File: src/rtl/sadc_pkg.sv
package sadc_pkg;

  typedef enum logic [2:0] {
    ST_IDLE,
    ST_SETUP,
    ST_HIGH,
    ST_LOW,
    ST_CONV
  } sadc_state_e;

  function automatic int unsigned imax(input int unsigned a, input int unsigned b);
    return (a > b) ? a : b;
  endfunction

endpackage

File: src/rtl/sadc_phase_timer.sv
module sadc_phase_timer #(
  parameter int W = 6
) (
  input  logic         clk,
  input  logic         rst_n,
  input  logic         load,
  input  logic [W-1:0] load_val,
  output logic         zero
);

  logic [W-1:0] cnt_q;

  always_ff @(posedge clk or negedge rst_n) begin
    if (!rst_n)            cnt_q <= '0;
    else if (load)         cnt_q <= load_val;
    else if (cnt_q != '0)  cnt_q <= cnt_q - 1'b1;
  end

  assign zero = (cnt_q == '0);

  // a loaded count only ever decreases by one per cycle
  a_r4_timer_step: assert property (@(posedge clk) disable iff (!rst_n)
    (!load && !zero) |=> (cnt_q == $past(cnt_q) - 1'b1));

endmodule

File: src/rtl/sadc_addr_ser.sv
module sadc_addr_ser #(
  parameter int ADDR_W = 4
) (
  input  logic              clk,
  input  logic              rst_n,
  input  logic              load,
  input  logic [ADDR_W-1:0] chan,
  input  logic              shift,
  output logic              bit_o
);

  logic [ADDR_W-1:0] sreg_q;

  always_ff @(posedge clk or negedge rst_n) begin
    if (!rst_n)      sreg_q <= '0;
    else if (load)   sreg_q <= chan;
    else if (shift)  sreg_q <= {sreg_q[ADDR_W-2:0], 1'b0};
  end

  assign bit_o = sreg_q[ADDR_W-1];

  // the serial line moves only on a load or a shift
  a_r5_addr_moves_on_cmd: assert property (@(posedge clk) disable iff (!rst_n)
    (!$past(load) && !$past(shift)) |-> $stable(bit_o));

endmodule

File: src/rtl/sadc_rx_shift.sv
module sadc_rx_shift #(
  parameter int DATA_W = 10
) (
  input  logic              clk,
  input  logic              rst_n,
  input  logic              sample,
  input  logic              din,
  output logic [DATA_W-1:0] word
);

  logic [DATA_W-1:0] sh_q;

  always_ff @(posedge clk or negedge rst_n) begin
    if (!rst_n)       sh_q <= '0;
    else if (sample)  sh_q <= {sh_q[DATA_W-2:0], din};
  end

  assign word = sh_q;

  // the newest sample lands in bit 0
  a_r6_sample_lsb: assert property (@(posedge clk) disable iff (!rst_n)
    $past(sample) |-> (sh_q[0] == $past(din)));

endmodule

File: src/rtl/sadc_rsp_tag.sv
module sadc_rsp_tag #(
  parameter int ADDR_W = 4,
  parameter int DATA_W = 10
) (
  input  logic              clk,
  input  logic              rst_n,
  input  logic              accept,
  input  logic [ADDR_W-1:0] chan,
  input  logic              done,
  input  logic [DATA_W-1:0] word,
  output logic              rsp_valid,
  output logic [DATA_W-1:0] rsp_data,
  output logic [ADDR_W-1:0] rsp_chan,
  output logic              rsp_stale
);

  logic [ADDR_W-1:0] cur_q, prev_q;
  logic              first_q;

  always_ff @(posedge clk or negedge rst_n) begin
    if (!rst_n) begin
      cur_q     <= '0;
      prev_q    <= '0;
      first_q   <= 1'b1;
      rsp_valid <= 1'b0;
      rsp_data  <= '0;
      rsp_chan  <= '0;
      rsp_stale <= 1'b0;
    end else begin
      rsp_valid <= done;
      if (accept) cur_q <= chan;
      if (done) begin
        rsp_data  <= word;
        rsp_chan  <= prev_q;
        rsp_stale <= first_q;
        prev_q    <= cur_q;
        first_q   <= 1'b0;
      end
    end
  end

  // the strobe never lasts two cycles
  a_r7_one_shot: assert property (@(posedge clk) disable iff (!rst_n)
    rsp_valid |=> !rsp_valid);

  // once a response has been issued, later ones are never stale
  a_r8_stale_once: assert property (@(posedge clk) disable iff (!rst_n)
    (rsp_valid && !first_q && !$past(first_q)) |-> !rsp_stale);

endmodule

File: src/rtl/sadc_host.sv
module sadc_host #(
  parameter int ADDR_W   = 4,
  parameter int DATA_W   = 10,
  parameter int N_PULSE  = 10,
  parameter int CLK_DIV  = 2,
  parameter int CS_SETUP = 3,
  parameter int CONV_CYC = 44
) (
  input  logic              clk,
  input  logic              rst_n,
  input  logic              req_valid,
  output logic              req_ready,
  input  logic [ADDR_W-1:0] req_chan,
  output logic              rsp_valid,
  output logic [DATA_W-1:0] rsp_data,
  output logic [ADDR_W-1:0] rsp_chan,
  output logic              rsp_stale,
  output logic              adc_cs_n,
  output logic              adc_sclk,
  output logic              adc_addr,
  input  logic              adc_dout
);
  import sadc_pkg::*;

  localparam int SETUP_LEN = imax(CS_SETUP, CLK_DIV);
  localparam int MAX_CNT   = imax(imax(SETUP_LEN, CLK_DIV), CONV_CYC + 1);
  localparam int TW        = $clog2(MAX_CNT + 1);
  localparam int PW        = $clog2(N_PULSE + 1);
  localparam int HW        = $clog2(CONV_CYC + 2);

  sadc_state_e   state_q, state_d;
  logic          t_load, t_zero;
  logic [TW-1:0] t_val;
  logic          accept, rise, fall, last;
  logic [PW-1:0] pulse_q;
  logic          cs_n_q, sclk_q;
  logic [DATA_W-1:0] rx_word;

  // sequencing of one access
  always_comb begin
    state_d = state_q;
    t_load  = 1'b0;
    t_val   = '0;
    accept  = 1'b0;
    rise    = 1'b0;
    fall    = 1'b0;
    last    = 1'b0;
    case (state_q)
      ST_IDLE: begin
        if (req_valid) begin
          accept  = 1'b1;
          state_d = ST_SETUP;
          t_load  = 1'b1;
          t_val   = TW'(SETUP_LEN - 1);
        end
      end
      ST_SETUP, ST_LOW: begin
        if (t_zero) begin
          rise    = 1'b1;
          state_d = ST_HIGH;
          t_load  = 1'b1;
          t_val   = TW'(CLK_DIV - 1);
        end
      end
      ST_HIGH: begin
        if (t_zero) begin
          fall   = 1'b1;
          t_load = 1'b1;
          if (pulse_q == PW'(N_PULSE - 1)) begin
            last    = 1'b1;
            state_d = ST_CONV;
            t_val   = TW'(CONV_CYC - 1);
          end else begin
            state_d = ST_LOW;
            t_val   = TW'(CLK_DIV - 1);
          end
        end
      end
      ST_CONV: begin
        if (t_zero) state_d = ST_IDLE;
      end
      default: state_d = ST_IDLE;
    endcase
  end

  always_ff @(posedge clk or negedge rst_n) begin
    if (!rst_n) begin
      state_q <= ST_IDLE;
      pulse_q <= '0;
      cs_n_q  <= 1'b1;
      sclk_q  <= 1'b0;
    end else begin
      state_q <= state_d;
      if (accept)    pulse_q <= '0;
      else if (fall) pulse_q <= pulse_q + 1'b1;
      if (accept)    cs_n_q  <= 1'b0;
      else if (last) cs_n_q  <= 1'b1;
      if (rise)      sclk_q  <= 1'b1;
      else if (fall) sclk_q  <= 1'b0;
    end
  end

  sadc_phase_timer #(.W(TW)) u_timer (
    .clk      (clk),
    .rst_n    (rst_n),
    .load     (t_load),
    .load_val (t_val),
    .zero     (t_zero)
  );

  sadc_addr_ser #(.ADDR_W(ADDR_W)) u_addr (
    .clk   (clk),
    .rst_n (rst_n),
    .load  (accept),
    .chan  (req_chan),
    .shift (fall),
    .bit_o (adc_addr)
  );

  sadc_rx_shift #(.DATA_W(DATA_W)) u_rx (
    .clk    (clk),
    .rst_n  (rst_n),
    .sample (rise),
    .din    (adc_dout),
    .word   (rx_word)
  );

  sadc_rsp_tag #(.ADDR_W(ADDR_W), .DATA_W(DATA_W)) u_tag (
    .clk       (clk),
    .rst_n     (rst_n),
    .accept    (accept),
    .chan      (req_chan),
    .done      (last),
    .word      (rx_word),
    .rsp_valid (rsp_valid),
    .rsp_data  (rsp_data),
    .rsp_chan  (rsp_chan),
    .rsp_stale (rsp_stale)
  );

  assign req_ready = (state_q == ST_IDLE);
  assign adc_cs_n  = cs_n_q;
  assign adc_sclk  = sclk_q;

  // window counters used only by the checks below
  logic [TW-1:0] hi_len_q, lo_len_q;
  logic [HW-1:0] cs_hi_q;
  always_ff @(posedge clk or negedge rst_n) begin
    if (!rst_n) begin
      hi_len_q <= '0;
      lo_len_q <= '0;
      cs_hi_q  <= HW'(CONV_CYC + 1);
    end else begin
      hi_len_q <= sclk_q ? hi_len_q + 1'b1 : '0;
      if (cs_n_q || sclk_q)          lo_len_q <= '0;
      else if (lo_len_q != '1)       lo_len_q <= lo_len_q + 1'b1;
      if (!cs_n_q)                   cs_hi_q  <= '0;
      else if (cs_hi_q != HW'(CONV_CYC + 1)) cs_hi_q <= cs_hi_q + 1'b1;
    end
  end

  a_r10_sclk_needs_cs: assert property (@(posedge clk) disable iff (!rst_n)
    adc_cs_n |-> !adc_sclk);

  a_r5_addr_hold_high: assert property (@(posedge clk) disable iff (!rst_n)
    adc_sclk |-> $stable(adc_addr));

  a_r2_busy_not_ready: assert property (@(posedge clk) disable iff (!rst_n)
    !adc_cs_n |-> !req_ready);

  a_r4_high_phase: assert property (@(posedge clk) disable iff (!rst_n)
    $fell(adc_sclk) |-> (hi_len_q == TW'(CLK_DIV)));

  a_r3_setup_len: assert property (@(posedge clk) disable iff (!rst_n)
    ($rose(adc_sclk) && pulse_q == '0) |-> (lo_len_q == TW'(SETUP_LEN)));

  a_r7_strobe_with_cs: assert property (@(posedge clk) disable iff (!rst_n)
    rsp_valid |-> $rose(adc_cs_n));

  a_r9_conv_gap: assert property (@(posedge clk) disable iff (!rst_n)
    $fell(adc_cs_n) |-> (cs_hi_q == HW'(CONV_CYC + 1)));

endmodule

File: config.mk
export PLATFORM = sky130hd
export DESIGN_NAME = sadc_host
export DESIGN_NICKNAME = d
export VERILOG_FILES = /design/src/rtl/sadc_pkg.sv /design/src/rtl/sadc_phase_timer.sv /design/src/rtl/sadc_addr_ser.sv /design/src/rtl/sadc_rx_shift.sv /design/src/rtl/sadc_rsp_tag.sv /design/src/rtl/sadc_host.sv
export SDC_FILE = /design/constraint.sdc
export NUM_CORES = 1
export LEC_CHECK = 0
export CELL_PAD_IN_SITES_DETAIL_PLACEMENT = 0
export CELL_PAD_IN_SITES_GLOBAL_PLACEMENT = 1
export CORE_UTILIZATION = 50
export DETAILED_ROUTE_END_ITERATION = 16
export DONT_BUFFER_PORTS = 1
export GPL_TIMING_DRIVEN = 0
export PLACE_DENSITY_LB_ADDON = 0.1
export SYNTH_ARGS = -nofsm -noshare
export SYNTH_HDL_FRONTEND = slang
export SYNTH_SLANG_ARGS = --single-unit
File: constraint.sdc
create_clock -name clk -period 2.96 [get_ports clk]
set_input_delay 0.592 -clock clk [delete_from_list [all_inputs] [get_ports clk]]
set_output_delay 0.592 -clock clk [all_outputs]
set_load 0.03 [all_outputs]
=== Yosys cells after proc, flatten, opt, wreduce, memory -nomap -nowiden ===
Cells that the tools add are included.

* Output and inout port bits: 20
* Bits in read-only memories: 0
* Input bits: 8
* Memory bits (writable): 0
* Bits in registers: 54
* Latch bits: 0
* Memories kept: 0

* Equality and inequality tests: 9
* Multiplexer cells: 30
* Shift-type cells: 0
* Order comparisons: 0
* Bitwise logic cells: 0
* Divide/modulo/power cells: 0
* Multipliers: 0
* Reduce and logical (&&, ||, !) cells: 10
* Add/subtract/negate cells: 2

{| class="wikitable"
|+ Operators with widths
! cell !! count
|-
| $mux 6 || 4
|-
| $pmux 6 s3 || 1
|-
| $mux 4 || 4
|-
| $mux 3 || 5
|-
| $mux 1 || 13
|-
| $pmux 3 s4 || 1
|-
| $ne 2x2->1 const B || 4
|-
| $reduce_bool 2->1 || 4
|-
| $eq 3x2->1 const B || 2
|-
| $logic_not 6->1 || 1
|-
| $reduce_bool 6->1 || 1
|-
| $sub 6x1->6 const B || 1
|-
| $add 4x1->4 const B || 1
|-
| $eq 4x4->1 const B || 1
|-
| $reduce_and 4->1 || 1
|-
| $eq 3x1->1 const B || 1
|-
| $eq 3x3->1 const B || 1
|-
| $logic_not 3->1 || 1
|-
| $reduce_or 3->1 || 1
|-
| $mux 2 || 1
|-
| $pmux 1 s2 || 1
|-
| $reduce_or 2->1 || 1
|}

=== Longest topological paths before layout ===
* Depth in word-level cells: 6
* Depth in mapped cells: 8
* Mapped depth without buffers: 7

=== Cells and area by module ===
Synthesis repeated with hierarchy kept, for this count alone.

* Cells, all modules: 181
* Area total of the unflattened synthesis: 2,481.1 um^2

{| class="wikitable"
|+ By module, submodules not included
! module !! times used !! area an instance (um^2) !! cells each
|-
| sadc_rsp_tag || 1 || 985.9 || 51
|-
| sadc_host || 1 || 514.2 || 54
|-
| sadc_rx_shift || 1 || 411.6 || 21
|-
| sadc_phase_timer || 1 || 400.4 || 40
|-
| sadc_addr_ser || 1 || 168.9 || 15
|}

=== Worst setup path after synthesis ===
Ideal clock, no wire load.

* Path kind: flip-flop to flip-flop
* From: register state_q[0]
* To: register u_tag.prev_q[0]
* Path slack: 816 ps
* Path buffers: 2
* Arrival time: 2,020 ps
* Data required time: 2,835 ps
* Stages on the path, launching flop included: 8
* Setup time: 125 ps
* Path through: dfrtp_1 buf_4 or3b_1 or3_1 or2_1 buf_6 inv_2 mux2_2

* Cells in the longest elaborated chain, start to end: 2

{| class="wikitable"
|+ Ends and longest elaborated chain
! item !! line !! source
|-
| start: declaration || sadc_host.sv:31 || <nowiki>sadc_state_e state_q, state_d;</nowiki>
|-
| start signal: assignment || sadc_host.sv:93 || <nowiki>state_q <= state_d;</nowiki>
|-
| $eq 3x2->1 || sadc_host.sv:48 || <nowiki>case (state_q)</nowiki>
|-
| $mux 1 || sadc_host.sv:48 ||
|-
| via last || sadc_host.sv:34 || <nowiki>logic accept, rise, fall, last;</nowiki>
|-
| end signal: assignment || sadc_rsp_tag.sv:36 || <nowiki>prev_q <= cur_q;</nowiki>
|-
| end: declaration || sadc_rsp_tag.sv:17 || <nowiki>logic [ADDR_W-1:0] cur_q, prev_q;</nowiki>
|}

The timed path passes the listed nets, and every way through them passes these cells.
A chain may end at the register's enable or synchronous reset.

=== Worst setup path in the final report ===
* From: register state_q[0]
* To: register u_timer.cnt_q[3]

{| class="wikitable"
|+ RTL lines
! item !! line !! source
|-
| $logic_not 3->1 (*) || -- ||
|-
| via req_ready || sadc_host.sv:12 || <nowiki>output logic req_ready,</nowiki>
|-
| $pmux 6 s3 / $pmux 1 s2 (equally long branches) || sadc_host.sv:48 ||
|-
| $mux 6 / $reduce_bool 2->1 (equally long branches) || -- ||
|-
| end signal: assignment || sadc_phase_timer.sv:15 || <nowiki>else if (load) cnt_q <= load_val;</nowiki>
|-
| end signal: assignment || sadc_phase_timer.sv:16 || <nowiki>else if (cnt_q != '0) cnt_q <= cnt_q - 1'b1;</nowiki>
|-
| end: declaration || sadc_phase_timer.sv:11 || <nowiki>logic [W-1:0] cnt_q;</nowiki>
|}

Mark *: on every way through the listed nets, which the timed path passes. The rest lies on a longest branch.

==> impl_metrics.json <==
{
  "cp.arrival_ns": 2.53,
  "drc": 0,
  "grt.overflow.total": 0,
  "dr.pass1.iters": 4,
  "synthArstFlopShare_pct": 100,
  "p_leak_nw": 1.22,
  "area_delta_synth_final_pct": 9.49,
  "cts_tree": "built",
  "hold_path.class": "in -> async",
  "crit_path_max_incr_delay_ns": 0.83,
  "powerDensity_nw_per_um2": 814,
  "portBuffers": 0,
  "yosys-top-cells-count": "dfrtp_1, mux2_2, nand2_1",
  "tightest_slew_ns": 1.03,
  "cts-root-buf": "clkbuf_8",
  "drive_gt1_share_pct": 25.0,
  "synth_edf_count": 0,
  "critPathBufInv": 1,
  "rsz0062_at_grt": "no",
  "hold_violations": 0,
  "path_cells": "buf_4 -> nor3_1 -> nand2_1 -> nand2_1 -> o21ai_0",
  "period_share_pct": 79.0,
  "slew_viol_final": 0,
  "gp_congestion": 0.767,
  "dr.first_iter.drc_count": 44,
  "grt_pass1_wl_mm": 6.49,
  "synth_cell_types": 37,
  "yosysMostFrequentCell": "dfrtp_1",
  "ys.flop_type": "dfrtp_1",
  "avgSynthCellArea_um2": 12.9,
  "final_core_util_pct": 56.7,
  "finalSetupViolCount": 0,
  "hold_slack_ns": 0.118,
  "crit_path_end_kind": "flip-flop",
  "critPathTopFamily": "simple AND/OR/NAND/NOR gates",
  "core_um2": 4350,
  "path_clk_slew_ns": 0.10,
  "p_total_mw": 2.01,
  "tns_ns": 0,
  "post_cts_buffers": 0,
  "numCtsBuffers": 5,
  "critPathKind": "reg -> reg",
  "cts_sinks": 54,
  "cp-start-kind": "flip-flop",
  "grt_pass1_vias": 1363,
  "wire_per_inst_um": 15.9,
  "drt-total-wl_mm": 3.75,
  "synth_area_leaders": "dfrtp_1, mux2_2, mux2_4, nand2_1, dfstp_2",
  "synth_nets": 187,
  "status": "complete, no violations",
  "fp.dieH_um": 69.1,
  "yosysTopAreaCellShare_pct": 57.7,
  "path_max_fanout": 10,
  "cp_common_cell": "nand2_1",
  "ant_nets": 0,
  "syn_inst": 175,
  "crit_slowest_cell": "nor3_1",
  "antenna_found_initial": 0,
  "fin_crit_ns": 2.34,
  "synth-seq-cells": 54,
  "clk_path_buf_depth": 2,
  "cp-startpoint": "state_q[0]$_DFFE_PN0P_",
  "synth_top_area_cell": "dfrtp_1",
  "pin_count": 28,
  "ir_worst_vdd_mv": 0.367,
  "syn_area_um2": 2250,
  "fillers": 374,
  "finalClockSkew_ns": 0.00766,
  "yosysWarnings": 0,
  "yosysSeqAreaShare_pct": 60.1,
  "row_count": 24,
  "cap_violations": 0,
  "dp_hpwl_mm": 2.46,
  "fin_nets": 195,
  "start_util_pct": 51.8,
  "vias": 1301,
  "dieArea_um2": 4780,
  "die_w_um": 69.1,
  "n_antenna_cell": 0,
  "grt_max_degree": 53,
  "via_per_inst": 5.51,
  "timing.rr.start": "state_q[0]$_DFFE_PN0P_",
  "track_usage_pct": 17.3,
  "fmax_mhz": 428,
  "h-tree-depth": 2,
  "worstPathRequired_ns": 3.15,
  "clock_latency_ns": 0.31,
  "relSlewSlack_pct": 31.1
}
==> cell usage in the layout, fill, tap and decap left out, types with 2 or more instances in the layout <==
master,netlist,routed
a21oi_1,2,2
clkbuf_1,2,2
clkbuf_8,0,6
mux2_2,22,22
ha_1,4,4
nand2_1,20,20
or3_1,2,2
o211ai_1,2,2
nand3b_1,2,2
nor2_1,6,6
xnor2_1,5,5
nor3_1,4,4
mux2i_1,3,3
and2_1,2,2
dfrtp_1,52,52
dfstp_2,2,2
o21ai_0,9,9
mux2_4,7,7
buf_6,2,2
inv_1,5,5
nand3_1,5,5
==> metrics by stage <==
| step | std cells | instance area, um2 | worst slack (ns) |
|---|---|---|---|
| 2_1_floorplan | 175 | 2250 | 0.816 |
| 3_3_place_gp | 227 | 2320 | 0.636 |
| 3_5_place_dp | 227 | 2320 | 0.601 |
| 4_1_cts | 236 | 2470 | 0.592 |
| 5_1_grt | 236 | 2470 | 0.401 |
| 6_report | 236 | 2470 | 0.622 |
==> path summary, 6_finish.rpt <==
path	end	slack, ns	cells after the start
setup / recovery	u_timer.cnt_q[3]$_DFFE_PN0P_	0.62	5
hold / removal	u_tag.first_q$_DFFE_PN1P_	0.12	0
setup reg to reg	u_timer.cnt_q[3]$_DFFE_PN0P_	0.62	5
hold reg to reg	u_tag.cur_q[0]$_DFFE_PN0P_	0.48	2
max in group asynchronous	pulse_q[3]$_DFFE_PN0P_	2.61	1
min in group clk	u_addr.sreg_q[0]$_DFFE_PN0P_	0.41	2
==> sequential cells by signal (all words and copies together) (netlist names), 3 cells and up <==
name	cells
u_tag.rsp_data	10
u_tag.cur_q	4
state_q	3
u_rx.word	10
pulse_q	4
u_tag.rsp_chan	4
u_addr.sreg_q	4
u_tag.prev_q	4
u_timer.cnt_q	6
==> metal layers <==
layer	routed length, um	track usage [%]
met5	0	0
met1	1700	22.0
met2	1840	28.3
met4	60	6.12
met3	148	4.97
==> logic make-up after synthesis <==
| logic type | count (synthesis) | synth area share (%) |
|---|---|---|
| DFF | 54 | 60.1 |
| and+or+nand+nor | 47 | 9.88 |
| muxes | 32 | 17.0 |
| AOI/OAI and AO/OA | 20 | 5.61 |
| buffers and inverters | 12 | 2.89 |
| xor gates and xnor gates | 6 | 2.33 |
| adders and majority gates | 4 | 2.22 |
==> what timing repair did <==
item                      CTS  global route
hold endpoints to repair   52             0
hold buffers                1             0
resized for setup           0             0
==> layout make-up <==
class                           count  area [um2]  area share, %
Clock inverter                      2        38.8           1.57
Sequential cell                    54        1350           54.9
Tap cell                           52        65.1           2.64
Inverter                            6        22.5          0.913
Clock buffer                        6        82.6           3.35
Timing Repair Buffer                1        27.5           1.12
Buffer                              6        42.5           1.72
Multi-Input combinational cell    109         835           33.8
==> where the power goes <==
group,internal (mW),switching [mW]
Sequential,0.910,0.149
Combinational,0.207,0.226
Clock,0.278,0.239
Total,1.40,0.613
==> worst reg2reg max path: stages (launching register included) <==
cell	delay, ns
dfrtp_1	0.38
buf_4	0.16
nor3_1	0.84
nand2_1	0.47
nand2_1	0.27
o21ai_0	0.12
Power figures use the tool's default switching activity.
